### config.mk
export PLATFORM = sky130hd
export DESIGN_NAME = path_oh_inserter
export DESIGN_NICKNAME = d
export VERILOG_FILES = /design/src/rtl/poh_pkg.sv /design/src/rtl/poh_trace_buf.sv /design/src/rtl/poh_rdi_hold.sv /design/src/rtl/poh_bip_acc.sv /design/src/rtl/path_oh_inserter.sv
export SDC_FILE = /design/constraint.sdc
export NUM_CORES = 1
export LEC_CHECK = 0
export BUFFER_PORTS_ARGS = -buffer_cell sky130_fd_sc_hd__buf_2
export CORE_MARGIN = 2
export CORE_UTILIZATION = 44
export CTS_BUF_LIST = sky130_fd_sc_hd__clkbuf_4
export CTS_CLUSTER_DIAMETER = 80
export CTS_CLUSTER_SIZE = 28
export DETAILED_ROUTE_END_ITERATION = 8
export GPL_TIMING_DRIVEN = 0
export PLACE_DENSITY = 0.63
export SYNTH_ARGS = -nofsm -noshare
export SYNTH_HDL_FRONTEND = slang
export SYNTH_SLANG_ARGS = --single-unit
### constraint.sdc
create_clock -name clk -period 2.7 [get_ports clk]
set_input_delay 0.27 -clock clk [delete_from_list [all_inputs] [get_ports clk]]
set_output_delay 0.27 -clock clk [all_outputs]
set_load 0.005 [all_outputs]
### src/rtl/poh_pkg.sv
// Shared definitions for the path overhead inserter.
// Assumes an eight-bit control register and a two-bit slot code.
package poh_pkg;
    typedef enum logic [1:0] {
        POS_NONE  = 2'd0,
        POS_TRACE = 2'd1,
        POS_BIP   = 2'd2,
        POS_STAT  = 2'd3
    } poh_pos_e;

    localparam int CB_TRACE_EN = 0;
    localparam int CB_RDI7     = 1;
    localparam int CB_RDI6     = 2;
    localparam int CB_RDI5     = 3;
    localparam int CB_AIS      = 4;
    localparam int CB_AUTO_REI = 5;
    localparam int CB_B3_ZERO  = 6;
    localparam int CB_AUTO_RDI = 7;

    localparam logic [7:0] CTRL_RST      = 8'h23;
    localparam logic [2:0] RDI_AUTO_CODE = 3'b100;
endpackage

### src/rtl/poh_trace_buf.sv
// Circular store for the path trace message.
// Reads are combinational at the read pointer. The pointer steps on adv and wraps at DEPTH-1.
// Assumes no write to the entry being read in the same cycle.
module poh_trace_buf #(
    parameter int DEPTH = 64,
    parameter int W     = 8
) (
    input  logic                     clk,
    input  logic                     rst_n,
    input  logic                     wr_en,
    input  logic [$clog2(DEPTH)-1:0] wr_addr,
    input  logic [W-1:0]             wr_data,
    input  logic                     adv,
    output logic [W-1:0]             rd_data
);
    localparam int AW = $clog2(DEPTH);

    logic [W-1:0]  mem [DEPTH];
    logic [AW-1:0] rd_ptr;

    // store message bytes from the write port
    always_ff @(posedge clk) begin
        if (wr_en) begin
            mem[wr_addr] <= wr_data;
        end
    end

    // step the read pointer once per trace slot, wrapping at the end
    always_ff @(posedge clk) begin
        if (!rst_n) begin
            rd_ptr <= '0;
        end else if (adv) begin
            rd_ptr <= (rd_ptr == AW'(DEPTH - 1)) ? '0 : rd_ptr + AW'(1);
        end
    end

    assign rd_data = mem[rd_ptr];
endmodule

### src/rtl/poh_rdi_hold.sv
// Frame-based hold for the automatic remote defect indication.
// Any alarm seen during a frame loads HOLD at the next frame start.
// The count then falls by one per alarm-free frame.
// Assumes frame_start is a one-cycle pulse per frame.
module poh_rdi_hold #(
    parameter int HOLD     = 20,
    parameter int N_ALARMS = 7
) (
    input  logic                clk,
    input  logic                rst_n,
    input  logic                frame_start,
    input  logic [N_ALARMS-1:0] alarm,
    output logic                rdi
);
    localparam int CW = $clog2(HOLD + 1);

    logic [CW-1:0] cnt;
    logic          seen;

    // collect alarms per frame and update the hold count at frame start
    always_ff @(posedge clk) begin
        if (!rst_n) begin
            cnt  <= '0;
            seen <= 1'b0;
        end else if (frame_start) begin
            cnt  <= seen ? CW'(HOLD) : ((cnt != '0) ? cnt - CW'(1) : cnt);
            seen <= |alarm;
        end else begin
            seen <= seen | (|alarm);
        end
    end

    assign rdi = (cnt != '0);
endmodule

### src/rtl/poh_bip_acc.sv
// Even-parity BIP accumulator over the bytes of one frame.
// At each frame start, the finished result moves to bip and a new sum begins.
// The frame-start byte itself counts toward the new frame.
module poh_bip_acc #(
    parameter int W = 8
) (
    input  logic         clk,
    input  logic         rst_n,
    input  logic         frame_start,
    input  logic         byte_vld,
    input  logic [W-1:0] byte_in,
    output logic [W-1:0] bip
);
    logic [W-1:0] acc;
    logic [W-1:0] term;

    assign term = byte_vld ? byte_in : '0;

    // accumulate bit-interleaved parity and close it at each frame start
    always_ff @(posedge clk) begin
        if (!rst_n) begin
            acc <= '0;
            bip <= '0;
        end else if (frame_start) begin
            bip <= acc;
            acc <= term;
        end else begin
            acc <= acc ^ term;
        end
    end
endmodule

### src/rtl/path_oh_inserter.sv
// Transmit path overhead inserter for one STS-1 path.
// Fills the trace, parity and status slots of the byte stream and can force all-ones on the SPE.
// Assumes slot codes appear only on SPE bytes and frame start lies outside the SPE.
// Output latency is one cycle.
module path_oh_inserter
    import poh_pkg::*;
#(
    parameter int TRACE_DEPTH = 64,
    parameter int HOLD_FRAMES = 20,
    parameter int N_ALARMS    = 7,
    parameter int ERR_W       = 4,
    parameter int REI_MAX     = 8
) (
    input  logic                           clk,
    input  logic                           rst_n,
    input  logic                           cfg_we,
    input  logic [7:0]                     cfg_wdata,
    input  logic                           tr_we,
    input  logic [$clog2(TRACE_DEPTH)-1:0] tr_waddr,
    input  logic [7:0]                     tr_wdata,
    input  logic [7:0]                     in_data,
    input  logic                           in_spe,
    input  logic                           in_fs,
    input  logic [1:0]                     in_poh,
    input  logic [N_ALARMS-1:0]            rx_alarm,
    input  logic [ERR_W-1:0]               rx_bip_errs,
    output logic [7:0]                     out_data,
    output logic                           out_spe,
    output logic                           out_fs
);
    logic [7:0]       ctrl_q;
    poh_pos_e         pos;
    logic             is_trace;
    logic [7:0]       trace_byte;
    logic             rdi_auto;
    logic [7:0]       bip_prev;
    logic [ERR_W-1:0] errs_sat;
    logic [3:0]       rei_nib;
    logic [2:0]       rdi_bits;
    logic [7:0]       nxt_data;

    // control register with its reset value
    always_ff @(posedge clk) begin
        if (!rst_n) begin
            ctrl_q <= CTRL_RST;
        end else if (cfg_we) begin
            ctrl_q <= cfg_wdata;
        end
    end

    assign pos      = poh_pos_e'(in_poh);
    assign is_trace = in_spe && (pos == POS_TRACE);

    poh_trace_buf #(
        .DEPTH (TRACE_DEPTH),
        .W     (8)
    ) u_trace (
        .clk     (clk),
        .rst_n   (rst_n),
        .wr_en   (tr_we),
        .wr_addr (tr_waddr),
        .wr_data (tr_wdata),
        .adv     (is_trace),
        .rd_data (trace_byte)
    );

    poh_rdi_hold #(
        .HOLD     (HOLD_FRAMES),
        .N_ALARMS (N_ALARMS)
    ) u_rdi (
        .clk         (clk),
        .rst_n       (rst_n),
        .frame_start (in_fs),
        .alarm       (rx_alarm),
        .rdi         (rdi_auto)
    );

    poh_bip_acc #(
        .W (8)
    ) u_bip (
        .clk         (clk),
        .rst_n       (rst_n),
        .frame_start (in_fs),
        .byte_vld    (in_spe),
        .byte_in     (nxt_data),
        .bip         (bip_prev)
    );

    assign errs_sat = (rx_bip_errs > ERR_W'(REI_MAX)) ? ERR_W'(REI_MAX) : rx_bip_errs;
    assign rei_nib  = ctrl_q[CB_AUTO_REI] ? errs_sat[3:0] : 4'd0;
    assign rdi_bits = ctrl_q[CB_AUTO_RDI]
                      ? (rdi_auto ? RDI_AUTO_CODE : 3'b000)
                      : {ctrl_q[CB_RDI5], ctrl_q[CB_RDI6], ctrl_q[CB_RDI7]};

    // choose the outgoing byte for the current slot
    always_comb begin
        nxt_data = in_data;
        if (in_spe) begin
            if (ctrl_q[CB_AIS]) begin
                nxt_data = 8'hFF;
            end else begin
                case (pos)
                    POS_TRACE: nxt_data = ctrl_q[CB_TRACE_EN] ? trace_byte : 8'h00;
                    POS_BIP:   nxt_data = ctrl_q[CB_B3_ZERO] ? 8'h00 : bip_prev;
                    POS_STAT:  nxt_data = {rei_nib, rdi_bits, 1'b0};
                    default:   nxt_data = in_data;
                endcase
            end
        end
    end

    // output register stage with its markers
    always_ff @(posedge clk) begin
        if (!rst_n) begin
            out_data <= 8'h00;
            out_spe  <= 1'b0;
            out_fs   <= 1'b0;
        end else begin
            out_data <= nxt_data;
            out_spe  <= in_spe;
            out_fs   <= in_fs;
        end
    end
endmodule

==> metrics.md, run 1 <==
| Metric | Value |
|---|---|
| Clk sinks | 564 |
| Post-synth ARST share | 0% |
| Outcome | complete, no violations |
| Endpoints failing hold | 0 |
| First-pass GRT wire length | 84.5 mm |
| H-Tree Level Count | 1 |
| DRT Wirelength | 58.9 mm |
| Clk_skew | 0.0501 ns |
| Cell area after synthesis | 0.0222 mm2 |
| Total GRT Usage | 22.5% |
| CTS tree | built |
| Crit path capture type | flip-flop |
| Worst Setup Start Kind | flip-flop |
| Synth cell types | 55 |
| Setup Viol. Count Final | 0 |
| Layout area overhead | 11.6% |
| Detail Placement HPWL | 37.5 mm |
| Pwr Density | 556 mW/mm2 |
| MaxCap Viol Count | 0 |
| IO Port Bufs | 53 |
| CORE AREA | 0.0500 mm2 |
| Worst hold margin | 0.0668 ns |
| CP Class | reg2reg |
| Global placer's final weighted congestion | 0.898 |
| R2R cell count | 9 |
| RSZ-0062 raised after global routing | true |
| Worst Tran Pin Value | 1.30 ns |
| Residual DRC | 0 |
| Setup TNS | 0 ns |
| Drt first pass iters | 5 |
| Class of the worst hold path | in2reg |
| Max_slew headroom | 13.0% |
| Initial drt markers | 1,333 |
| Fillers | 4,105 |
| Final period util | 99.3% |
| Final min period | 2.68 ns |
| Initial antenna violation count | 1 |
| Data required, critical path | 3.50 ns |
| Clock transition at path regs | 0.25 ns |
| Vias | 12,100 |
| Slew Limit Fails | 0 |
| Yosys warnings | 0 |
| Gr ovfl total | 0 |
| Syn_area_per_cell | 18.3 um2 |
| Most common cell in the netlist | edfxtp_1 |
| Arrival time worst endpoint | 3.49 ns |
| #FFs+latches synth | 564 |
| Synth Instances | 1,212 |
| Post-Syn Nets | 1,264 |
| Largest net degree at the start of global routing | 65 |
| Peak Freq | 0.373 GHz |
| DR WL/cell | 29.0 um |
| Vias/cell | 5.97 |
| Sequential share of the synthesized area | 73.8% |
| CTS Root Cell | clkbuf_4 |
| Io pins | 59 |
| VDD IR max | 437 uV |
| Clock latency on the worst-skew pair | 0.89 ns |
| Synth top area cells | edfxtp_1 (69%), mux4_2 (11%), dfxtp_1 (4.7%) |
| WHS Path Cells | 5 |
| Die area | 0.0523 mm2 |
| Post-synth EDFFs | 512 |
| Initial Util | 44.5% |
| TritonCTS Buffers | 28 |
| Yosys top cell area share | 69.2% |
| Area leader, netlist | edfxtp_1 |
| Main flop type after synthesis | edfxtp_1 |
| Synth cell count leaders | edfxtp_1 (512), mux4_2 (113), nor2_1 (113) |
| Placed Area | 0.0233 mm2 |
| Static leakage | 0.00757 uW |
| Maximum root-to-sink buffer count | 3 |
| Layout cells sized above 1 | 24.3% |
| Chip Height | 229 um |
| Final core utilization | 49.6% |
| Row count | 82 |
| Final instance area | 0.0248 mm2 |
| Nets@finish | 1,389 |
| Crit-path max FO | 9 |
| ANT nets after route | 0 |
| Die Span X | 229 um |
| Vias in the first global route | 11,800 |
-- state kept, by name (all words and copies together), names as in the netlist, named ones only --
register and count:
ctrl_q 8, out_data 8, out_fs 1, out_spe 1, u_bip.acc 8, u_bip.bip 8
u_rdi.cnt 5, u_rdi.seen 1, u_trace.mem 512, u_trace.rd_ptr 6
-- cells in the final DEF, fill, tap and decap left out, types with 4 or more instances in the layout --
master	Yosys	final
clkbuf_4	0	34
buf_1	9	4
clkinv_1	1	4
buf_6	3	13
a211oi_2	0	4
mux2i_1	76	64
a22oi_1	16	15
a221o_1	4	4
nand2_1	56	56
buf_12	0	9
nor3_1	5	4
inv_6	0	5
o21a_1	4	4
nand3_1	14	13
mux2i_4	0	7
mux4_2	113	113
nand2b_1	11	11
edfxtp_1	512	512
o21ai_0	14	14
buf_4	15	14
a21oi_1	24	21
nand3b_1	9	9
nor2b_1	16	13
buf_2	16	54
clkbuf_1	20	16
mux2_2	8	8
dfxtp_1	52	49
buf_8	0	7
mux2i_2	0	5
nor2_2	0	5
dlygate4sd3_1	0	34
a31oi_1	9	8
nor2_1	113	107
and3_1	6	6
inv_1	12	12
-- through the flow --
stage               worst slack (ns)  power [uW]  std cells
floorplan                      0.341       10200       1212
global placement               -1.09       10500       1937
detailed placement             -1.09       10500       1937
CTS                          -0.0522       13800       2023
global route                 -0.0363       14200       2029
finish                        0.0181       13800       2029
-- logic make-up after synthesis --
family	Yosys count	share of synthesized area [%]
flip-flops	564	73.8
AND/OR/NAND/NOR	251	5.20
multiplexers	200	15.4
AO/OA/AOI/OAI	111	3.40
buffers and inverters	78	1.76
XOR/XNOR	5	0.197
adder cells (fa/ha/maj)	3	0.169
-- layer usage --
metal  vias up  track usage [%]  wire length (um)
li1       5081                -                 -
met1      6282             32.2             23800
met2       637             36.2             28100
met3       110             3.49              5170
met4         0             6.27              1840
met5         -                0                 0
-- final timing paths --
kind                        from      endpoint  slack [ns]
hold reg to reg     u_bip.acc[7]  u_bip.acc[7]        0.50
setup / recovery       flip-flop   out_data[3]        0.02
setup reg to reg       flip-flop   out_data[3]        0.02
hold / removal    rx_bip_errs[3]  u_bip.acc[7]        0.07
-- power by group --
group	total [uW]	switching [uW]	internal, uW
sequential	9650	39.6	9610
clock	3370	2620	748
combinational	770	489	280
total	13800	3150	10600
-- final cells by class --
type | count | area [um2] | area share [%]
sequential | 564 | 16400 | 66.2
multi-input combinational | 570 | 5800 | 23.4
tap | 672 | 841 | 3.39
timing repair buffer | 96 | 677 | 2.73
buffer | 62 | 601 | 2.42
clock buffer | 32 | 240 | 0.969
clock inverter | 17 | 161 | 0.651
inverter | 15 | 56.3 | 0.227
antenna | 1 | 2.50 | 0.0101
-- worst max-delay path, cell delays in order, from the launching register on --
cell,delay [ns]
dfxtp_2,0.39
buf_12,0.15
buf_12,0.17
buf_4,0.12
mux4_2,0.49
mux4_2,0.49
o22ai_2,0.17
nor3_2,0.09
a211o_1,0.35
o21a_1,0.19
-- repair_timing --
action                                  in CTS  in global routing
buffers inserted                             4                  5
gates cloned                                 0                  0
hold endpoints to repair                    36                  0
pin swaps                                    3                  6
resized for setup                          116                 41
endpoints found under the setup margin      16                 15
hold buffers                                34                  0
(Power assumes the default switching activity.)
==> run 2, diff against run 1 <==
==> constraint.sdc (replaced) <==
create_clock -name clk -period 2.7 [get_ports clk]
set_input_delay 0.675 -clock clk [delete_from_list [all_inputs] [get_ports clk]]
set_output_delay 0.675 -clock clk [all_outputs]
set_load 0.005 [all_outputs]
==> run 2 against run 1 <==
Net effect: power shrank 0.22%; register-to-register slack is essentially flat; flip-flop and latch count is the same; critical endpoint unchanged; largest cell class unchanged; highest routed layer unchanged.
==> metrics.md, run 2 (synthesized netlist as in run 1, its figures left out) <==
| Metric | Value |
|---|---|
| Outcome | complete, no violations |
| Initial drt markers | 1,418 (+6.4%) |
| CP Class | reg2reg |
| Die area | 0.0523 mm2 (unchanged) |
| Pwr Density | 560 mW/mm2 (+0.84%) |
| Final min period | 2.67 ns (-0.00694 ns) |
| Worst hold margin | 0.0665 ns (-0.000239 ns) |
| Clock latency on the worst-skew pair | 0.89 ns (about the same) |
| Worst R2R Setup Slack | 0.03 ns (about the same) |
| Max FFs per register | 512 (unchanged) |
| Final period util | 99.1% (-0.26 points) |
| Layout area overhead | 10.4% |
| Arrival time worst endpoint | 3.49 ns (about the same) |
| Most frequent cells in the layout | edfxtp_1 (512), mux4_2 (113), nor2_1 (107) |
| Clock transition at path regs | 0.25 ns (about the same) |
| Critical Path Max Stage Delay | 0.49 ns (about the same) |
| Setup WS pre-CTS | -1.09 ns (unchanged) |
| MaxCap Viol Count | 0 (unchanged) |
| Drt first pass iters | 8 (+3) |
| CP max stage cell | mux4_2 |
| Maximum root-to-sink buffer count | 3 (unchanged) |
| Io pins | 59 (unchanged) |
| Die Span X | 229 um (unchanged) |
| Static leakage | 0.00746 uW (-1.4%) |
| CORE AREA | 0.0500 mm2 (unchanged) |
| First-pass GRT wire length | 83.8 mm (-0.78%) |
| Class of the worst hold path | in2reg |
| Chip Height | 229 um (unchanged) |
| Endpoints failing hold | 0 (unchanged) |
| Peak Freq | 0.374 GHz (+0.26%) |
| Worst Tran Pin Value | 1.30 ns (-0.00567 ns) |
| Vias | 12,000 (-1.1%) |
| Nets@finish | 1,363 (-1.9%) |
| DRT Wirelength | 58.6 mm (-0.53%) |
| DR WL/cell | 29.2 um (+0.76%) |
| Most flop-heavy register | u_trace.mem |
| Data required, critical path | 3.51 ns (about the same) |
| TritonCTS Buffers | 28 (unchanged) |
| Vias/cell | 5.98 (+0.20%) |
| Clk sinks | 564 (unchanged) |
| Total GRT Usage | 22.4% (-0.15 points) |
| Global placer's final weighted congestion | 0.898 (unchanged) |
| CTS Root Cell | clkbuf_4 |
| Gr ovfl total | 0 (unchanged) |
| Setup Viol. Count Final | 0 (unchanged) |
| Crit-path cells | buf_12 > buf_12 > buf_4 > mux4_2 > mux4_2 > o22ai_2 > nor3_2 > a211o_1 > o21a_1 |
| Clk_skew | 0.0392 ns (-0.0109 ns) |
| Commonest non-fill, non-tap cell in the layout | edfxtp_1 |
| Residual DRC | 0 (unchanged) |
| Buf/Inv on CP | 3 (unchanged) |
| Row count | 82 (unchanged) |
| Layout cells sized above 1 | 24.7% (+0.47 points) |
| Crit path capture type | flip-flop |
| RSZ-0062 raised after global routing | true |
| ANT nets after route | 0 (unchanged) |
| IO Port Bufs | 53 (unchanged) |
| Initial antenna violation count | 1 (unchanged) |
| Detail Placement HPWL | 37.5 mm (unchanged) |
| Slew Limit Fails | 0 (unchanged) |
| H-Tree Level Count | 1 (unchanged) |
| CTS tree | built |
| Setup TNS | 0 ns (unchanged) |
| Crit-path max FO | 9 (unchanged) |
| Crit path max-delay family | multiplexers |
| Final core utilization | 49.1% (-0.52 points) |
| VDD IR max | 436 uV (-0.29%) |
| Worst Setup Start Kind | flip-flop |
| Initial Util | 44.5% (unchanged) |
| Max_slew headroom | 13.4% (+0.38 points) |
| Vias in the first global route | 11,700 (-0.91%) |
| Largest net degree at the start of global routing | 65 (unchanged) |
| Final worst slack | 0.0251 ns (+0.00694 ns) |
run 2: changes by cell type in the layout (fill, tap and decap cells not counted), sizes merged:
cell,change
dlygate4sd3,-26
run 2: worst paths after layout:
kind | from | cells after the start | endpoint
setup / recovery | flip-flop | 9 | out_data[3]
setup reg to reg | flip-flop | 9 | out_data[3]
hold reg to reg | u_bip.acc[0] | 2 | u_bip.acc[0]
hold / removal | cfg_wdata[7] | 3 | ctrl_q[7]
run 2: power by group:
| group | internal, uW | leakage [uW] | switching (uW) | total [uW] |
|---|---|---|---|---|
| clock network | 748 | 0.000220 | 2620 | 3370 |
| registers | 9610 | 0.00503 | 38.7 | 9650 |
| logic | 251 | 0.00221 | 482 | 733 |
run 2: stage by stage:
stage	instances	power, uW	instance area [um2]
final	2003	13800	24500
after CTS	1997	13800	24300
after global routing	2003	14100	24500
after global placement	1937	10500	23300
after floorplan	1212	10200	22200
after detailed placement	1937	10500	23300
run 2: per-layer routing:
metal / vias to the layer above / global-route usage, % / routed length, um
met3: 102 / 3.49 / 5220
met1: 6227 / 32.0 / 23700
met2: 629 / 35.8 / 27800
li1: 5021 / - / -
met4: 0 / 6.27 / 1830
met5: - / 0 / 0
run 2: area by class of cell:
cell class | count | area [um2]
diodes | 1 | 2.50
clock inverters | 17 | 161
fillers | 4134 | 25400
repair buffers | 70 | 417
multi-input cells | 570 | 5800
plain buffers | 62 | 601
clock buffers | 32 | 240
flip-flops and latches | 564 | 16400
well taps | 672 | 841
inverters | 15 | 56.3
run 2: worst min-delay path, cell delays in order:
cell and delay [ns]:
buf_2 0.08, mux2i_1 0.06, nor2_1 0.08
run 2: what timing repair did:
| item | 4_1_cts | 5_1_grt |
|---|---|---|
| buffers inserted | 4 | 5 |
| hold endpoints to repair | 8 | 0 |
| pin swaps | 3 | 6 |
| resized for setup | 116 | 41 |
| endpoints found under the setup margin | 16 | 15 |
| hold buffers | 8 | 0 |
